[src/rtl/ilv_pkg.sv]
package ilv_pkg;
  parameter int unsigned ILV_VEC_W  = 32;
  parameter int unsigned ILV_LVL_W  = 5;
  parameter int unsigned ILV_SW_LO  = 4;
  parameter int unsigned ILV_SW_HI  = 18;
  parameter int unsigned ILV_EXT_LO = 20;
  parameter int unsigned ILV_EXT_HI = 30;
  parameter int unsigned ILV_AST_W  = 4;

  function automatic logic [ILV_VEC_W-1:0] span_mask(input int unsigned lo, input int unsigned hi);
    logic [ILV_VEC_W-1:0] m;
    m = '0;
    for (int unsigned b = 0; b < ILV_VEC_W; b++) begin
      if (b >= lo && b <= hi) m[b] = 1'b1;
    end
    return m;
  endfunction
endpackage

[src/rtl/ilv_ctrl_regs.sv]
module ilv_ctrl_regs
  import ilv_pkg::*;
#(
  parameter int unsigned VEC_W = ILV_VEC_W,
  parameter int unsigned LVL_W = ILV_LVL_W,
  parameter int unsigned SW_LO = ILV_SW_LO,
  parameter int unsigned SW_HI = ILV_SW_HI,
  parameter int unsigned AST_W = ILV_AST_W
) (
  input  logic             clk,
  input  logic             rst_n,
  input  logic             sw_wr_en,
  input  logic [VEC_W-1:0] sw_wr_data,
  input  logic             ipl_wr_en,
  input  logic [VEC_W-1:0] ipl_wr_data,
  input  logic [VEC_W-1:0] ext_in,
  input  logic             recheck,
  input  logic             eval_done,
  input  logic [AST_W-1:0] ast_req,
  output logic [VEC_W-1:0] sw_q,
  output logic [LVL_W-1:0] ipl_q,
  output logic [VEC_W-1:0] ext_q,
  output logic             pend_q,
  output logic             ast_err_q
);
  localparam logic [VEC_W-1:0] SW_KEEP = span_mask(SW_LO, SW_HI);

  always_ff @(posedge clk) begin
    if (!rst_n) begin
      sw_q      <= '0;
      ipl_q     <= '0;
      ext_q     <= '0;
      pend_q    <= 1'b0;
      ast_err_q <= 1'b0;
    end else begin
      if (sw_wr_en)  sw_q  <= sw_wr_data & SW_KEEP;
      if (ipl_wr_en) ipl_q <= ipl_wr_data[LVL_W-1:0];
      ext_q     <= ext_in;
      ast_err_q <= |ast_req;
      if (recheck)        pend_q <= 1'b1;
      else if (eval_done) pend_q <= 1'b0;
    end
  end

  assert_sw_mask_R1: assert property (@(posedge clk) disable iff (!rst_n)
    sw_wr_en |=> (sw_q == ($past(sw_wr_data) & SW_KEEP)));

  assert_ipl_width_R2: assert property (@(posedge clk) disable iff (!rst_n)
    ipl_wr_en |=> (ipl_q == $past(ipl_wr_data[LVL_W-1:0])));

  assert_ast_flag_R9: assert property (@(posedge clk) disable iff (!rst_n)
    (|ast_req) |=> ast_err_q);
endmodule

[src/rtl/ilv_level_scan.sv]
module ilv_level_scan
  import ilv_pkg::*;
#(
  parameter int unsigned VEC_W  = ILV_VEC_W,
  parameter int unsigned LVL_W  = ILV_LVL_W,
  parameter int unsigned SW_LO  = ILV_SW_LO,
  parameter int unsigned SW_HI  = ILV_SW_HI,
  parameter int unsigned EXT_LO = ILV_EXT_LO,
  parameter int unsigned EXT_HI = ILV_EXT_HI
) (
  input  logic [VEC_W-1:0] sw_bits,
  input  logic [VEC_W-1:0] ext_bits,
  output logic [LVL_W-1:0] level,
  output logic [VEC_W-1:0] summary
);
  localparam logic [VEC_W-1:0] SW_KEEP  = span_mask(SW_LO, SW_HI);
  localparam logic [VEC_W-1:0] EXT_KEEP = span_mask(EXT_LO, EXT_HI);

  logic [LVL_W-1:0] sw_lvl;
  logic [LVL_W-1:0] ext_lvl;

  always_comb begin
    sw_lvl = '0;
    for (int unsigned i = SW_LO; i <= SW_HI; i++) begin
      if (sw_bits[i]) sw_lvl = LVL_W'(i - SW_LO + 1);
    end
  end

  always_comb begin
    ext_lvl = '0;
    for (int unsigned i = EXT_LO; i <= EXT_HI; i++) begin
      if (ext_bits[i]) ext_lvl = LVL_W'(i);
    end
  end

  assign level   = (ext_lvl != '0) ? ext_lvl : sw_lvl;
  assign summary = (sw_bits & SW_KEEP) | (ext_bits & EXT_KEEP);
endmodule

[src/rtl/ilv_trap_stage.sv]
module ilv_trap_stage
  import ilv_pkg::*;
#(
  parameter int unsigned VEC_W = ILV_VEC_W,
  parameter int unsigned LVL_W = ILV_LVL_W
) (
  input  logic             clk,
  input  logic             rst_n,
  input  logic             eval_en,
  input  logic [LVL_W-1:0] level,
  input  logic [VEC_W-1:0] summary,
  input  logic [LVL_W-1:0] ipl,
  output logic             trap_q,
  output logic [VEC_W-1:0] isr_q,
  output logic [LVL_W-1:0] intid_q
);
  logic take;
  assign take = eval_en && (level != '0) && (level > ipl);

  always_ff @(posedge clk) begin
    if (!rst_n) begin
      trap_q  <= 1'b0;
      isr_q   <= '0;
      intid_q <= '0;
    end else begin
      trap_q <= take;
      if (take) begin
        isr_q   <= summary;
        intid_q <= level;
      end
    end
  end

  assert_trap_beats_ipl_R6: assert property (@(posedge clk) disable iff (!rst_n)
    trap_q |-> (intid_q != '0) && (intid_q > $past(ipl)));

  assert_hold_no_trap_R6: assert property (@(posedge clk) disable iff (!rst_n)
    !trap_q |-> $stable(intid_q));
endmodule

[src/rtl/pri_eval_unit.sv]
module pri_eval_unit
  import ilv_pkg::*;
#(
  parameter int unsigned VEC_W  = ILV_VEC_W,
  parameter int unsigned LVL_W  = ILV_LVL_W,
  parameter int unsigned SW_LO  = ILV_SW_LO,
  parameter int unsigned SW_HI  = ILV_SW_HI,
  parameter int unsigned EXT_LO = ILV_EXT_LO,
  parameter int unsigned EXT_HI = ILV_EXT_HI,
  parameter int unsigned AST_W  = ILV_AST_W
) (
  input  logic             clk,
  input  logic             rst_n,
  input  logic             sw_wr_en,
  input  logic [VEC_W-1:0] sw_wr_data,
  input  logic             ipl_wr_en,
  input  logic [VEC_W-1:0] ipl_wr_data,
  input  logic [VEC_W-1:0] ext_status,
  input  logic             recheck,
  input  logic [AST_W-1:0] ast_req,
  output logic             trap_pulse,
  output logic [VEC_W-1:0] isr_value,
  output logic [LVL_W-1:0] intid_value,
  output logic             ast_unsupported,
  output logic [VEC_W-1:0] cur_sw_req,
  output logic [LVL_W-1:0] cur_ipl
);
  logic [VEC_W-1:0] sw_q, ext_q, summary;
  logic [LVL_W-1:0] ipl_q, level;
  logic             pend_q;

  ilv_ctrl_regs #(.VEC_W(VEC_W), .LVL_W(LVL_W), .SW_LO(SW_LO), .SW_HI(SW_HI), .AST_W(AST_W)) u_regs (
    .clk(clk), .rst_n(rst_n),
    .sw_wr_en(sw_wr_en), .sw_wr_data(sw_wr_data),
    .ipl_wr_en(ipl_wr_en), .ipl_wr_data(ipl_wr_data),
    .ext_in(ext_status), .recheck(recheck), .eval_done(pend_q),
    .ast_req(ast_req),
    .sw_q(sw_q), .ipl_q(ipl_q), .ext_q(ext_q), .pend_q(pend_q), .ast_err_q(ast_unsupported)
  );

  ilv_level_scan #(.VEC_W(VEC_W), .LVL_W(LVL_W), .SW_LO(SW_LO), .SW_HI(SW_HI),
                   .EXT_LO(EXT_LO), .EXT_HI(EXT_HI)) u_scan (
    .sw_bits(sw_q), .ext_bits(ext_q), .level(level), .summary(summary)
  );

  ilv_trap_stage #(.VEC_W(VEC_W), .LVL_W(LVL_W)) u_trap (
    .clk(clk), .rst_n(rst_n), .eval_en(pend_q),
    .level(level), .summary(summary), .ipl(ipl_q),
    .trap_q(trap_pulse), .isr_q(isr_value), .intid_q(intid_value)
  );

  assign cur_sw_req = sw_q;
  assign cur_ipl    = ipl_q;

  assert_only_after_eval_R7: assert property (@(posedge clk) disable iff (!rst_n)
    !pend_q |=> !trap_pulse);

  assert_single_pulse_R8: assert property (@(posedge clk) disable iff (!rst_n)
    (trap_pulse && !$past(recheck)) |=> !trap_pulse);

  assert_ext_id_in_summary_R5: assert property (@(posedge clk) disable iff (!rst_n)
    (trap_pulse && intid_value >= LVL_W'(EXT_LO)) |-> isr_value[intid_value]);
endmodule

[config.mk]
export PLATFORM = sky130hd
export DESIGN_NAME = pri_eval_unit
export DESIGN_NICKNAME = d
export VERILOG_FILES = /design/src/rtl/ilv_pkg.sv /design/src/rtl/ilv_ctrl_regs.sv /design/src/rtl/ilv_level_scan.sv /design/src/rtl/ilv_trap_stage.sv /design/src/rtl/pri_eval_unit.sv
export SDC_FILE = /design/constraint.sdc
export NUM_CORES = 1
export LEC_CHECK = 0
export ABC_CLOCK_PERIOD_IN_PS = 2800
export BUFFER_PORTS_ARGS = -buffer_cell sky130_fd_sc_hd__buf_2
export CAP_MARGIN = 10
export CORE_UTILIZATION = 35
export DETAILED_ROUTE_END_ITERATION = 16
export PLACE_DENSITY = 0.7
export RECOVER_POWER = 50
export SLEW_MARGIN = 20
export SYNTH_ARGS = -nofsm -noshare
export SYNTH_HDL_FRONTEND = slang
export SYNTH_SLANG_ARGS = --single-unit
export TNS_END_PERCENT = 5
[constraint.sdc]
create_clock -name clk -period 2.8 [get_ports clk]
set_input_delay 0.7 -clock clk [delete_from_list [all_inputs] [get_ports clk]]
set_output_delay 0.7 -clock clk [all_outputs]
set_load 0.05 [all_outputs]
==> flow_metrics.tcl <==
set metrics [dict create \
    routed_wl_um 7308 \
    critical_path.endpoint_type "flop" \
    timing.final.setup_violations 0 \
    final_min_period_over_clock_period_pct 96.97 \
    max-slew-margin-rel_pct 25.01 \
    num_vias 2610 \
    initial_core_util_pct 37.07 \
    fin_hold_ws_ns 0.4489 \
    grt_start_max_net_pins 94 \
    gr-total-overflow 0 \
    post-route-drc-count 0 \
    layout.nets 538 \
    tightest_slew_ns 1.125 \
    chipHeight_um 93.40 \
    fill_cells 762 \
    grt_pass1_wl_um 10690 \
    dp_slack_ns -0.03682 \
    worst_ep_arrival_time_ns 2.99 \
    initialDrtViolationCount 114 \
    netlist_instances 322 \
    tritoncts.num_buffers 9 \
    die_area_um2 8724 \
    critical_path.max_stage_delay_ns 0.37 \
    power.static_leakage_nw 1.694 \
    detailedRoute.firstPassIterationCount 4 \
    met2RoutedLength_um 3494 \
    hold_violations 0 \
    hold_class "flop to flop" \
    num_rows 32 \
    post-route-worst-setup-slack_ns 0.08497 \
    buffer_ports.inserted 92 \
    area.sequential_um2 1315 \
    irDropWorstVdd_mv 0.2438 \
    synth_area_um2 2924 \
    worst_setup_hold_path_clk_slew_ns 0.08 \
    synth_seq_cells 65 \
    totalNegativeSetupSlack_ns 0 \
    post_drt_via_cell_ratio 4.879 \
    route.antenna.remaining_nets 0 \
    pwr_density_cell_nw_per_um2 617.3 \
    worst-setup-path-type "flop to flop" \
    htree_num_levels 3 \
    critical_path.slowest_cell "sky130_fd_sc_hd__dfxtp_4" \
    hpwl_reported_at_the_end_of_detailed_placement_um 4883 \
    dpl_cell_area_um2 3491 \
    multi_input_logic_area_um2 1525 \
    post-synth-top-area-cell "sky130_fd_sc_hd__dfxtp_1" \
    skew_ns 0.01182 \
    postCtsHoldBufs 0 \
    crit_chain "nor4_4, or2b_1, o211a_4, a2bb2oi_4, ha_1, nand4_1, o221ai_2, a21oi_2, o31a_4, clkbuf_16, nand3_1, o21ai_1" \
    flow.area_growth_from_synthesis_pct 33.85 \
    period_minus_slack_ns 2.715 \
    number_of_flops_mapped_to_enable_cells_by_yosys 0 \
    ys_top_cells_by_area "sky130_fd_sc_hd__dfxtp_1 45%, sky130_fd_sc_hd__mux2i_1 7.2%, sky130_fd_sc_hd__buf_4 5.9%" \
    m1WireLength_um 3165 \
    antenna_cells 0 \
    numClockSinks 65 \
    finish.instance_area_um2 3914 \
    cp_launch_type "flop" \
    top_level_ports 181 \
    cts_root_buf "sky130_fd_sc_hd__clkbuf_8" \
    cts_tree "built" \
    finalNonFillerCells 535 \
    maxCapViolations 0 \
    critical_path_peak_fanout 7 \
    outcome "completed" \
    wl_met3_um 530 \
    fmax_ghz 0.3683 \
    yosys_warnings 0 \
    cp.required_ns 3.07 \
    timing.final.max_slew_violations 0 \
    synth_sequential_area_ratio_pct 44.50 \
    routed.top_layer "met4" \
    final_layout_size_suffix_gt1_share_pct 33.03 \
    syn_area_per_cell_um2 9.081 \
    wire_per_inst_um 13.66 \
    primary_flip_flop_cell_chosen_by_synthesis_mapping "sky130_fd_sc_hd__dfxtp_1" \
    first_global_vias 2315 \
    async_reset_ff_share_pct 0 \
    clock_latency_ns 0.34 \
    finalPower_mw 2.416 \
    synth_top_area_share_pct 44.50 \
    cts_buffer_depth 2 \
    netlist-cell-type-count 41 \
    fin_util_pct 49.62 \
    grt_resource_usage_total_pct 15.80 \
    gpl.final_weighted_congestion 0.8253 \
    die_w_um 93.40 \
    post-place-cells 513 \
    core_um2 7888 \
    initial_antenna_violation_count 0 \
]
==> area by class of cell <==
| type | count | share of cell area (%) |
|---|---|---|
| clock buffers | 10 | 3.261 |
| inverters | 10 | 0.9591 |
| clock inverters | 6 | 2.110 |
| repair buffers | 115 | 17.84 |
| well taps | 102 | 3.261 |
| multi-input cells | 227 | 38.97 |
| flip-flops and latches | 65 | 33.60 |
==> Yosys cell counts (all sizes together) (3+ instances only) <==
cell type,n
mux2i,21
nor2,10
inv,10
dfxtp,65
buf,30
nor4,5
o21ai,33
nand3,31
nor2b,22
nand2,32
and2,14
clkbuf,12
ha,5
a21oi,3
==> metal layers <==
layer,GRT usage (%),vias up
li1,-,1277
met1,18.55,1207
met2,27.39,112
met3,4.065,14
met4,6.154,0
met5,0,-
==> cell families after synthesis <==
logic type      count (synthesis)  share of synthesized area, %
buf+inv                        52                         10.91
fa+ha+maj                       5                         2.139
other cells                     1                        0.1282
flops                          65                         44.50
compound gates                 55                         13.44
mux                            21                         7.189
simple gates                  123                         21.69
==> final timing paths <==
kind | from | endpoint | slack [ns] | depth (start not counted)
min | u_trap.isr_q[12]$_SDFFE_PN0P_ | u_trap.isr_q[12]$_SDFFE_PN0P_ | 0.45 | 2
max reg2reg | u_regs.sw_q[18]$_SDFFE_PN0P_ | u_trap.isr_q[5]$_SDFFE_PN0P_ | 0.08 | 12
min reg2reg | u_trap.isr_q[12]$_SDFFE_PN0P_ | u_trap.isr_q[12]$_SDFFE_PN0P_ | 0.45 | 2
max | u_regs.sw_q[18]$_SDFFE_PN0P_ | u_trap.isr_q[5]$_SDFFE_PN0P_ | 0.08 | 12
==> flip-flops by register name, indices dropped and copies added, names as in the netlist <==
register / count
u_regs.ast_err_q: 1
u_regs.ext_q: 11
u_regs.ipl_q: 5
u_regs.pend_q: 1
u_regs.sw_q: 15
u_trap.intid_q: 5
u_trap.isr_q: 26
u_trap.trap_q: 1
==> critical path: cells and delay by family (launching register included) <==
family	cells	cell delay, ns
adders and majority gates	1	0.25
buffers and inverters	1	0.18
AOI/OAI and AO/OA	6	1.08
DFF	1	0.37
and+or+nand+nor	4	0.74
==> power breakdown <==
group / switching, mW / internal, mW / leakage [nW]
clock network: 0.364 / 0.497 / 0.106
logic: 0.361 / 0.183 / 1.05
registers: 0.0423 / 0.969 / 0.536
total: 0.767 / 1.65 / 1.69
==> cell usage in the layout, fill, tap and decap left out, types with 3 or more instances in the layout <==
cell type	Yosys	layout
sky130_fd_sc_hd__o21ai_2	13	15
sky130_fd_sc_hd__clkbuf_8	0	9
sky130_fd_sc_hd__clkbuf_1	12	27
sky130_fd_sc_hd__nor2b_1	22	22
sky130_fd_sc_hd__mux2i_1	21	21
sky130_fd_sc_hd__nor2_1	10	10
sky130_fd_sc_hd__ha_1	5	5
sky130_fd_sc_hd__o21ai_1	14	14
sky130_fd_sc_hd__clkinv_2	0	3
sky130_fd_sc_hd__inv_1	10	10
sky130_fd_sc_hd__nand3_1	31	31
sky130_fd_sc_hd__o21ai_0	6	4
sky130_fd_sc_hd__conb_1	1	23
sky130_fd_sc_hd__buf_4	23	15
sky130_fd_sc_hd__clkbuf_16	0	3
sky130_fd_sc_hd__and2_1	14	12
sky130_fd_sc_hd__nor4_2	0	3
sky130_fd_sc_hd__nand2_1	32	31
sky130_fd_sc_hd__dfxtp_2	0	5
sky130_fd_sc_hd__dfxtp_1	65	58
sky130_fd_sc_hd__buf_12	0	3
sky130_fd_sc_hd__buf_2	0	66
==> timing repair <==
| item | CTS | global route |
|---|---|---|
| buffers inserted | 0 | 3 |
| endpoints found under the setup margin | 28 | 31 |
| pin swaps | 0 | 9 |
| cloned | 0 | 3 |
| resized for setup | 2 | 27 |
Power figures use the tool's default switching activity.
